<file path="src/rtl/fbus_pkg.sv">
package fbus_pkg;

    typedef enum logic [1:0] {
        MDL_16K  = 2'd0,
        MDL_48K  = 2'd1,
        MDL_128K = 2'd2,
        MDL_GA   = 2'd3
    } fbus_model_e;

    localparam int BYTE_W = 8;
    localparam logic [BYTE_W-1:0] IDLE_BYTE = 8'hFF;

    localparam logic [15:0] GA_PORT_MASK  = 16'hF003;
    localparam logic [15:0] GA_PORT_MATCH = 16'h0001;
    localparam logic [15:0] NOMEM_BASE    = 16'h8000;

    typedef struct packed {
        logic              done;
        logic              contended;
        logic [BYTE_W-1:0] data;
    } mem_evt_t;

    function automatic logic tracks_contended(fbus_model_e m);
        return m == MDL_GA;
    endfunction

    function automatic logic forces_lsb(fbus_model_e m);
        return m == MDL_GA;
    endfunction

endpackage

</file>
<file path="src/rtl/fbus_window.sv">
module fbus_window #(
    parameter int LINE_W        = 9,
    parameter int TIME_W        = 9,
    parameter int VISIBLE_LINES = 192,
    parameter int ACTIVE_HALF   = 256,
    parameter int NUM_SLOTS     = 4
) (
    input  logic [LINE_W-1:0]            line_cnt,
    input  logic [TIME_W-1:0]            line_time,
    output logic                         open,
    output logic [$clog2(NUM_SLOTS)-1:0] idx
);
    localparam int SLOT_W    = $clog2(NUM_SLOTS);
    localparam int GROUP_BIT = SLOT_W + 1;

    logic row_ok;
    logic col_ok;

    always_comb begin
        row_ok = line_cnt < LINE_W'(VISIBLE_LINES);
        col_ok = (line_time < TIME_W'(ACTIVE_HALF)) && !line_time[GROUP_BIT];
        open   = row_ok && col_ok;
        idx    = line_time[SLOT_W:1];
    end
endmodule

</file>
<file path="src/rtl/fbus_fetch_latch.sv">
module fbus_fetch_latch
    import fbus_pkg::*;
#(
    parameter int NUM_SLOTS = 4
) (
    input  logic                                 clk,
    input  logic                                 rst,
    input  logic                                 we,
    input  logic [$clog2(NUM_SLOTS)-1:0]         slot,
    input  logic [BYTE_W-1:0]                    data,
    output logic [NUM_SLOTS-1:0][BYTE_W-1:0]     bytes
);
    localparam int SLOT_W = $clog2(NUM_SLOTS);

    for (genvar g = 0; g < NUM_SLOTS; g++) begin : g_slot
        logic [BYTE_W-1:0] q;
        always_ff @(posedge clk) begin
            if (rst)
                q <= IDLE_BYTE;
            else if (we && slot == SLOT_W'(g))
                q <= data;
        end
        assign bytes[g] = q;
    end
endmodule

</file>
<file path="src/rtl/fbus_idle_latch.sv">
module fbus_idle_latch
    import fbus_pkg::*;
(
    input  logic              clk,
    input  logic              rst,
    input  mem_evt_t          evt,
    output logic [BYTE_W-1:0] last
);
    always_ff @(posedge clk) begin
        if (rst)
            last <= IDLE_BYTE;
        else if (evt.done && evt.contended)
            last <= evt.data;
    end
endmodule

</file>
<file path="src/rtl/fbus_gen.sv">
module fbus_gen
    import fbus_pkg::*;
#(
    parameter fbus_model_e MODEL  = MDL_GA,
    parameter int LINE_W          = 9,
    parameter int TIME_W          = 9,
    parameter int VISIBLE_LINES   = 192,
    parameter int ACTIVE_HALF     = 256,
    parameter int NUM_SLOTS       = 4
) (
    input  logic                         clk,
    input  logic                         rst,
    input  logic                         fetch_we,
    input  logic [$clog2(NUM_SLOTS)-1:0] fetch_slot,
    input  logic [7:0]                   fetch_data,
    input  logic [LINE_W-1:0]            line_cnt,
    input  logic [TIME_W-1:0]            line_time,
    input  logic                         mem_done,
    input  logic                         mem_contended,
    input  logic [7:0]                   mem_data,
    input  logic                         paging_lock,
    input  logic [15:0]                  cpu_addr,
    input  logic                         io_rd,
    input  logic                         mem_rd,
    input  logic                         port_claimed,
    output logic [7:0]                   float_data,
    output logic                         float_drive
);
    localparam int SLOT_W = $clog2(NUM_SLOTS);

    logic [NUM_SLOTS-1:0][BYTE_W-1:0] slots;
    logic [BYTE_W-1:0]                contended_last;
    logic                             win_open;
    logic [SLOT_W-1:0]                win_idx;
    mem_evt_t                         evt;
    logic [BYTE_W-1:0]                video_byte;
    logic [BYTE_W-1:0]                idle_byte;

    assign evt = '{done: mem_done, contended: mem_contended, data: mem_data};

    fbus_fetch_latch #(.NUM_SLOTS(NUM_SLOTS)) u_fetch (
        .clk   (clk),
        .rst   (rst),
        .we    (fetch_we),
        .slot  (fetch_slot),
        .data  (fetch_data),
        .bytes (slots)
    );

    fbus_idle_latch u_idle (
        .clk  (clk),
        .rst  (rst),
        .evt  (evt),
        .last (contended_last)
    );

    fbus_window #(
        .LINE_W        (LINE_W),
        .TIME_W        (TIME_W),
        .VISIBLE_LINES (VISIBLE_LINES),
        .ACTIVE_HALF   (ACTIVE_HALF),
        .NUM_SLOTS     (NUM_SLOTS)
    ) u_win (
        .line_cnt  (line_cnt),
        .line_time (line_time),
        .open      (win_open),
        .idx       (win_idx)
    );

    always_comb begin
        video_byte = slots[win_idx];
        if (forces_lsb(MODEL))
            video_byte[0] = 1'b1;
        idle_byte  = tracks_contended(MODEL) ? contended_last : IDLE_BYTE;
        float_data = win_open ? video_byte : idle_byte;
    end

    logic ga_hit;
    logic unclaimed_hit;
    logic highmem_hit;

    always_comb begin
        ga_hit        = io_rd && ((cpu_addr & GA_PORT_MASK) == GA_PORT_MATCH) && !paging_lock;
        unclaimed_hit = io_rd && !port_claimed;
        highmem_hit   = mem_rd && (cpu_addr >= NOMEM_BASE);
    end

    if (MODEL == MDL_GA) begin : g_drv_ga
        assign float_drive = ga_hit;
    end else if (MODEL == MDL_16K) begin : g_drv_16k
        assign float_drive = unclaimed_hit || highmem_hit;
    end else begin : g_drv_classic
        assign float_drive = unclaimed_hit;
    end
endmodule

</file>
<file path="config.mk">
export PLATFORM = sky130hd
export DESIGN_NAME = fbus_gen
export DESIGN_NICKNAME = d
export VERILOG_FILES = /design/src/rtl/fbus_pkg.sv /design/src/rtl/fbus_window.sv /design/src/rtl/fbus_fetch_latch.sv /design/src/rtl/fbus_idle_latch.sv /design/src/rtl/fbus_gen.sv
export SDC_FILE = /design/constraint.sdc
export NUM_CORES = 1
export LEC_CHECK = 0
export ABC_AREA = 1
export BUFFER_PORTS_ARGS = -buffer_cell sky130_fd_sc_hd__buf_2
export CAP_MARGIN = 20
export CORE_MARGIN = 3
export CORE_UTILIZATION = 25
export DETAILED_ROUTE_END_ITERATION = 16
export SLEW_MARGIN = 30
export SYNTH_ARGS = -nofsm -noshare
export SYNTH_HDL_FRONTEND = slang
export SYNTH_SLANG_ARGS = --single-unit
</file>
<file path="constraint.sdc">
create_clock -name clk -period 1.3 [get_ports clk]
set_input_delay 0.13 -clock clk [delete_from_list [all_inputs] [get_ports clk]]
set_output_delay 0.13 -clock clk [all_outputs]
set_load 0.1 [all_outputs]
</file>
==> results of run 1 <==
[area by class of cell]
cell class	count	area share, %
Clock buffer	8	3.79
Inverter	40	6.32
Multi-Input combinational cell	185	35.9
Sequential cell	36	31.4
Tap cell	77	4.05
Timing Repair Buffer	54	18.5
[cells in the mapped netlist]
cell	instances
sky130_fd_sc_hd__clkbuf_1	1
sky130_fd_sc_hd__dfxtp_1	36
sky130_fd_sc_hd__buf_2	3
sky130_fd_sc_hd__a21oi_1	7
sky130_fd_sc_hd__nand2_1	116
sky130_fd_sc_hd__buf_6	1
sky130_fd_sc_hd__nand3_1	47
sky130_fd_sc_hd__nand3b_1	2
sky130_fd_sc_hd__nor2_1	4
sky130_fd_sc_hd__buf_4	3
sky130_fd_sc_hd__inv_1	39
sky130_fd_sc_hd__o21ai_0	7
sky130_fd_sc_hd__or2_1	1
sky130_fd_sc_hd__inv_2	1
sky130_fd_sc_hd__nand3_2	1
[cell families after synthesis]
logic type             Yosys count  synth area share [%]
flip-flops                      36                  42.1
AO/OA/AOI/OAI                   14                  4.10
AND/OR/NAND/NOR                171                  41.9
buffers and inverters           48                  11.8
[registers in the layout, summed over array words and instances (netlist names)]
name	count
u_fetch.g_slot.q	28
u_idle.last	8
[routing by layer]
layer | global-route usage, % | vias up | part of all wire [%]
li1 | - | 931 | -
met1 | 15.9 | 806 | 45
met2 | 20.6 | 40 | 49
met3 | 2.98 | 5 | 4.5
met4 | 4.67 | 0 | 1.2
met5 | 0 | - | 0
[worst paths after layout]
check / startpoint / to / cells after the start
max: u_fetch.g_slot[1].q[7] / float_data[7] / 7
min: mem_data[7] / u_idle.last[7] / 3
max reg2reg: u_fetch.g_slot[1].q[7] / u_fetch.g_slot[1].q[7] / 3
min reg2reg: u_fetch.g_slot[1].q[6] / u_fetch.g_slot[1].q[6] / 2
[critical path: stages (launching register included)]
cell,delay [ns]
sky130_fd_sc_hd__dfxtp_2,0.34
sky130_fd_sc_hd__inv_1,0.04
sky130_fd_sc_hd__nand2_1,0.07
sky130_fd_sc_hd__nand3_2,0.07
sky130_fd_sc_hd__nand2_2,0.09
sky130_fd_sc_hd__nand2_1,0.07
sky130_fd_sc_hd__nand2_2,0.10
sky130_fd_sc_hd__buf_12,0.17
[where the power goes]
part,internal [W],switching (W)
clock network,0.000433,0.000414
logic,0.000237,0.000398
registers,0.00117,0.0000293
[per-stage QoR]
stage / total power, W / TNS [ns] / worst slack, ns / instances
after detailed placement: 0.00183 / 0 / 0.143 / 390
final: 0.00268 / -0.241 / -0.0609 / 400
after CTS: 0.00267 / -0.345 / -0.0679 / 398
after floorplan: 0.00159 / 0 / 0.0599 / 269
after global routing: 0.00280 / -0.706 / -0.116 / 400
after global placement: 0.00183 / 0 / 0.128 / 390
[layout by cell type, fill, tap and decap left out, drive strengths merged]
master / Yosys / layout
o21ai: 7 / 7
dfxtp: 36 / 36
nand3b: 2 / 2
nand3: 48 / 48
clkbuf: 1 / 8
a21oi: 7 / 7
nor2: 4 / 4
nand2: 116 / 116
buf: 7 / 54
or2: 1 / 1
inv: 40 / 40
[repair_timing]
item,CTS,global route
pin swaps,7,18
setup endpoints to repair,7,7
resized for setup,18,25
cloned,0,0
buffers inserted,0,2
==> out/qor.log, run 1 <==
[place] Placer Congestion 0.783
[timing] total of endpoints with negative setup slack in the final report 7
[grt] number of global-route vias before repair 1658
[routing] DR vias/cell 4.46
[grt] largest net degree at the start of global routing 30
[routing] Detailed Routing Iterations Pass 1 5
[yosys] area share of the largest cell type after synthesis 42.1%
[cells_and_area] area delta synth->final 39.0%
[worst_hold_path] Hold Crit Class input port to register
[yosys] biggest area consumer among synthesized cells sky130_fd_sc_hd__dfxtp_1
[worst_setup_path] maximum fanout along the worst path 2
[routing] routed length per placed instance 11.8 µm
[grt] global-route congestion overflow total 0
[yosys] total of flip-flops plus latches after synthesis 36
[routing] count of nets left with antenna violations after detail routing 0
[worst_setup_path] type of element launching the critical path register
[yosys] number of standard cells after synthesis 269
[die] die boundary height 88.7 µm
[timing] tightest hold margin 0.0366 ns
[timing] setup clock skew after layout 0 ns
[yosys] total number of yosys warnings 0
[clock_network] hold-fix buffer count after cts 0
[cells_and_area] proportion of layout cells with a drive suffix above 1 35.3%
[yosys] area of the mapped netlist 0.00171 mm²
[worst_setup_path] minimum setup slack among reg-to-reg paths 0.59 ns
[routing] DRC Markers 0
[worst_setup_path] data required time of the worst path 1.17 ns
[cells_and_area] Final #Nets 383
[routing] number of DRC violations after detailed-routing iteration 0 88
[yosys] Post-Synthesis Mean Instance Area 6.36 µm²
[grt] first-pass GRT wire length 7.58 mm
[clock_network] clock insertion delay at the later pin of the skew report 0.29 ns
[grt] Total GRT Usage 12.5%
[yosys] distinct cell type count of the synthesized netlist 15
[clock_network] CTS clock-pin slew for the worst setup and hold paths 0.07 ns
[routing] via count 1782
[place] post-placement cell area 0.00220 mm²
[power] VDD IR max 0.621 mV
[worst_setup_path] Critical Path Sink Type output pin
[timing] worst-case headroom to the max-slew limit 73.9%
[die] row count 29
[die] I/O pin cnt 70
[timing] final hold vios 0
[timing] setup slack of the critical path after layout -0.0609 ns
[yosys] dominant cells by area after synthesis sky130_fd_sc_hd__dfxtp_1, sky130_fd_sc_hd__nand2_1, sky130_fd_sc_hd__nand3_1
[timing] number of pins with negative max-slew slack in the final report 0
[grt] initial antenna violation count 0
[cells_and_area] final core occ 36.6%
[die] full die area 0.00787 mm²
[status] run status finished, violations left
[die] width of the chip 88.7 µm
[power] Pwr per Cell Area 1130 mW/mm²
[status] failing checks negative setup slack
[timing] fraction of the cycle the final worst path needs 105%
[timing] top achievable clock speed 0.735 GHz
[timing] setup repair after global routing missed its margin true
[timing] Tmin final 1.36 ns
[clock_network] CTS Buf Count 5
[yosys] Seq/Total Area, Yosys 42.1%
[cells_and_area] Antenna Diode Count 0
[worst_setup_path] category of the most critical setup path register to output pin
[clock_network] clock tree from TritonCTS yes
[die] effective utilization at floorplan 26.3%
[power] reported leakage power 1.36 nW
[job] Maximum Capacitance Violations 0
[cells_and_area] total area of multi-input combinational cells 855 µm²
[place] Detail Placement HPWL 3.40 mm
[timing] Slew @ Worst Pin 0.391 ns
[worst_setup_path] Data arrival, critical path 1.23 ns
[clock_network] Num Clock Sinks 36
[routing] Post-Route WL 4.71 mm
[cells_and_area] filler instances 676
[yosys] Synthesized Nets 330
[cells_and_area] combined flip-flop and latch cell area 746 µm²
[clock_network] H-tree levels 2
[clock_network] root buffer cell sky130_fd_sc_hd__clkbuf_8
[clock_network] Bufs on Longest Clock Path 2
[cells_and_area] post-route cell area 0.00238 mm²
[place] PortBufs 45
[die] core region area 0.00649 mm²
No activity file was read; power rests on OpenSTA's default activity.
==> run 2, diff against run 1 <==
--- a/config.mk
+++ b/config.mk
@@ -5,12 +5,12 @@
 export SDC_FILE = /design/constraint.sdc
 export NUM_CORES = 1
 export LEC_CHECK = 0
-export ABC_AREA = 1
 export BUFFER_PORTS_ARGS = -buffer_cell sky130_fd_sc_hd__buf_2
 export CAP_MARGIN = 20
 export CORE_MARGIN = 3
 export CORE_UTILIZATION = 25
 export DETAILED_ROUTE_END_ITERATION = 16
+export SKIP_LAST_GASP = 1
 export SLEW_MARGIN = 30
 export SYNTH_ARGS = -nofsm -noshare
 export SYNTH_HDL_FRONTEND = slang
==> out/qor.log, run 2 <==
[die] width of the chip 91.0 µm
[clock_network] CTS clock-pin slew for the worst setup and hold paths 0.08 ns
[die] full die area 0.00827 mm²
[routing] count of nets left with antenna violations after detail routing 0
[grt] number of global-route vias before repair 1517
[cells_and_area] number of flip-flops under the largest register name 28
[routing] DRC Markers 0
[clock_network] Num Clock Sinks 36
[worst_setup_path] Register-to-Register Path Depth 3
[yosys] Post-Synthesis Mean Instance Area 10.6 µm²
[worst_setup_path] data required time of the worst path 1.17 ns
[yosys] most common flop cell mapped by yosys sky130_fd_sc_hd__dfxtp_1
[yosys] total of flip-flops plus latches after synthesis 36
[yosys] area of the mapped netlist 0.00180 mm²
[grt] Total GRT Usage 11.9%
[die] core region area 0.00691 mm²
[worst_setup_path] largest stage delay on the critical path 0.47 ns
[yosys] dominant cell by count in the synthesized netlist sky130_fd_sc_hd__dfxtp_1
[grt] global-route congestion overflow total 0
[worst_setup_path] terminus of the critical flop-to-flop path u_fetch.g_slot[3].q[5]
[yosys] dominant cells by area after synthesis sky130_fd_sc_hd__dfxtp_1, sky130_fd_sc_hd__mux4_2, sky130_fd_sc_hd__o211ai_1
[clock_network] hold-fix buffer count after cts 0
[worst_setup_path] maximum fanout along the worst path 2
[timing] final hold vios 0
[place] PortBufs 45
[worst_setup_path] type of element launching the critical path register
[die] effective utilization at floorplan 26.1%
[timing] top achievable clock speed 0.595 GHz
[timing] fraction of the cycle the final worst path needs 129%
[worst_hold_path] worst-case hold path end point u_idle.last[5]
[timing] setup repair after global routing missed its margin true
[routing] via count 1554
[timing] total of endpoints with negative setup slack in the final report 7
[status] failing checks negative setup slack
[cells_and_area] registers with the most flip-flops u_fetch.g_slot.q x28, u_idle.last x8
[yosys] number of enable flip-flop cells after synthesis 0
[routing] Post-Route WL 4.65 mm
[die] die boundary height 91.0 µm
[yosys] Seq/Total Area, Yosys 39.9%
[cells_and_area] commonest cells after routing, fill and taps aside sky130_fd_sc_hd__buf_2, sky130_fd_sc_hd__dfxtp_1, sky130_fd_sc_hd__inv_1
[timing] worst-case headroom to the max-slew limit 79.1%
[yosys] area share of the largest cell type after synthesis 39.9%
[worst_setup_path] Worst path slowest cell sky130_fd_sc_hd__mux4_2
[routing] DR vias/cell 4.81
[worst_setup_path] startpoint of the lowest-slack register-to-register path u_fetch.g_slot[3].q[5]
[worst_hold_path] Cells on Worst Hold Path 3
[power] Pwr per Cell Area 1100 mW/mm²
[timing] setup slack of the critical path after layout -0.379 ns
[status] run status finished, violations left
[yosys] biggest area consumer among synthesized cells sky130_fd_sc_hd__dfxtp_1
[timing] number of pins with negative max-slew slack in the final report 0
[clock_network] clock insertion delay at the later pin of the skew report 0.29 ns
[yosys] Synthesized Nets 232
[timing] Tmin final 1.68 ns
[worst_setup_path] category of the most critical setup path register to output pin
[die] row count 30
[cells_and_area] commonest non-fill, non-tap cell in the layout sky130_fd_sc_hd__buf_2
[worst_setup_path] Data arrival, critical path 1.55 ns
[routing] Detailed Routing Iterations Pass 1 4
[worst_hold_path] hold_sp mem_data[5]
[worst_hold_path] Hold Crit Class input port to register
[place] Detail Placement HPWL 3.43 mm
[cells_and_area] area delta synth->final 39.5%
[worst_setup_path] list of cells traversed by the critical path mux4_2 -> mux2_4 -> buf_12
[timing] setup clock skew after layout 0 ns
[cells_and_area] proportion of layout cells with a drive suffix above 1 44.1%
[place] Placer Congestion 0.759
[yosys] commonest cells in the synthesized netlist sky130_fd_sc_hd__dfxtp_1, sky130_fd_sc_hd__inv_1, sky130_fd_sc_hd__o211ai_1
[cells_and_area] Antenna Diode Count 0
[yosys] number of standard cells after synthesis 171
[job] Maximum Capacitance Violations 0
[routing] routed length per placed instance 14.4 µm
[power] reported leakage power 1.15 nW
[clock_network] CTS Buf Count 5
[place] DP Cell Count 314
[power] VDD IR max 0.316 mV
[cells_and_area] post-route cell area 0.00252 mm²
[clock_network] root buffer cell sky130_fd_sc_hd__clkbuf_8
[grt] first-pass GRT wire length 7.93 mm
[grt] initial antenna violation count 0
[worst_setup_path] minimum setup slack among reg-to-reg paths 0.39 ns
[clock_network] H-tree levels 2
[routing] number of DRC violations after detailed-routing iteration 0 164
[timing] Slew @ Worst Pin 0.314 ns
[die] I/O pin cnt 70
[cells_and_area] top register by number of flip-flops u_fetch.g_slot.q
[worst_setup_path] Critical Path Sink Type output pin
[clock_network] Bufs on Longest Clock Path 2
[cells_and_area] number of standard cells in the layout, taps in and fillers out 323
[grt] largest net degree at the start of global routing 22
[place] post-placement cell area 0.00225 mm²
[yosys] distinct cell type count of the synthesized netlist 24
[clock_network] clock tree from TritonCTS yes
[yosys] total number of yosys warnings 0
[yosys] share of flip-flops with an asynchronous set or reset 0%
[cells_and_area] Final #Nets 287
run 2: changes by cell type after synthesis, sizes merged, moves of 8 or more:
cell | before | now
and3 | 0 | 8
o211ai | 0 | 21
nand2 | 116 | 1
nand3 | 48 | 1
inv | 40 | 22
clkbuf | 1 | 13
nand4b | 0 | 14
a211o | 0 | 15
run 2: per-stage QoR:
stage	util (%)	setup TNS [ns]	hold slack (ns)	power (W)	setup WS (ns)
finish	36.4	-2.48	0.152	0.00277	-0.379
floorplan	-	-0.701	0.330	0.00155	-0.0985
global placement	32.6	-2.10	0.435	0.00172	-0.307
global route	36.4	-2.76	0.163	0.00288	-0.418
detailed placement	32.6	-2.19	0.448	0.00173	-0.341
CTS	36.2	-2.52	0.148	0.00278	-0.377
run 2: how the worst max path moves through the flow:
stage	start	slack, ns	depth (start not counted)	endpoint
5_1_grt	u_fetch.g_slot[3].q[5]	-0.42	3	float_data[5]
6_report	u_fetch.g_slot[3].q[5]	-0.38	3	float_data[5]
2_1_floorplan	line_time[1]	-0.1	3	float_data[1]
3_3_place_gp	line_time[1]	-0.31	4	float_data[1]
4_1_cts	u_fetch.g_slot[3].q[5]	-0.38	3	float_data[5]
3_5_place_dp	line_time[1]	-0.34	4	float_data[1]
run 2: per-layer routing:
metal  part of all wire [%]  routed length (µm)  track usage [%]
met1                     46                2150             15.6
met2                     44                2040             17.5
met3                    8.6                 400             5.30
met4                    1.3                  60             3.39
met5                      0                   0                0
run 2: critical path: cells and delay by family (launching register included):
kind | cells | cell delay (ns)
buf+inv | 1 | 0.17
flops | 1 | 0.33
mux | 2 | 0.76
run 2: area by class of cell:
type                    count  area (µm²)
repair buffers             65         514
inverters                  22        82.6
well taps                  96         120
multi-input cells          96         956
clock buffers               5        68.8
flip-flops and latches     36         733
clock inverters             3        42.5
fillers                   714        4390
run 2: repair_timing:
action / CTS / global route
resized for setup: 38 / 8
endpoints found under the setup margin: 7 / 8
gates cloned: 0 / 0
setup buffers: 0 / 1
run 2: where the power goes:
part           total (W)  internal, W  switching [W]  leakage (nW)
sequential       0.00120      0.00117      0.0000342         0.292
combinational   0.000581     0.000266       0.000315         0.802
clock           0.000986     0.000567       0.000419        0.0541
run 2: cells by family after synthesis:
family	after synthesis	share of synthesized area (%)
AND/OR/NAND/NOR	45	20.8
flip-flops	36	39.9
AO/OA/AOI/OAI	37	17.5
buffers and inverters	39	8.60
multiplexers	14	13.1
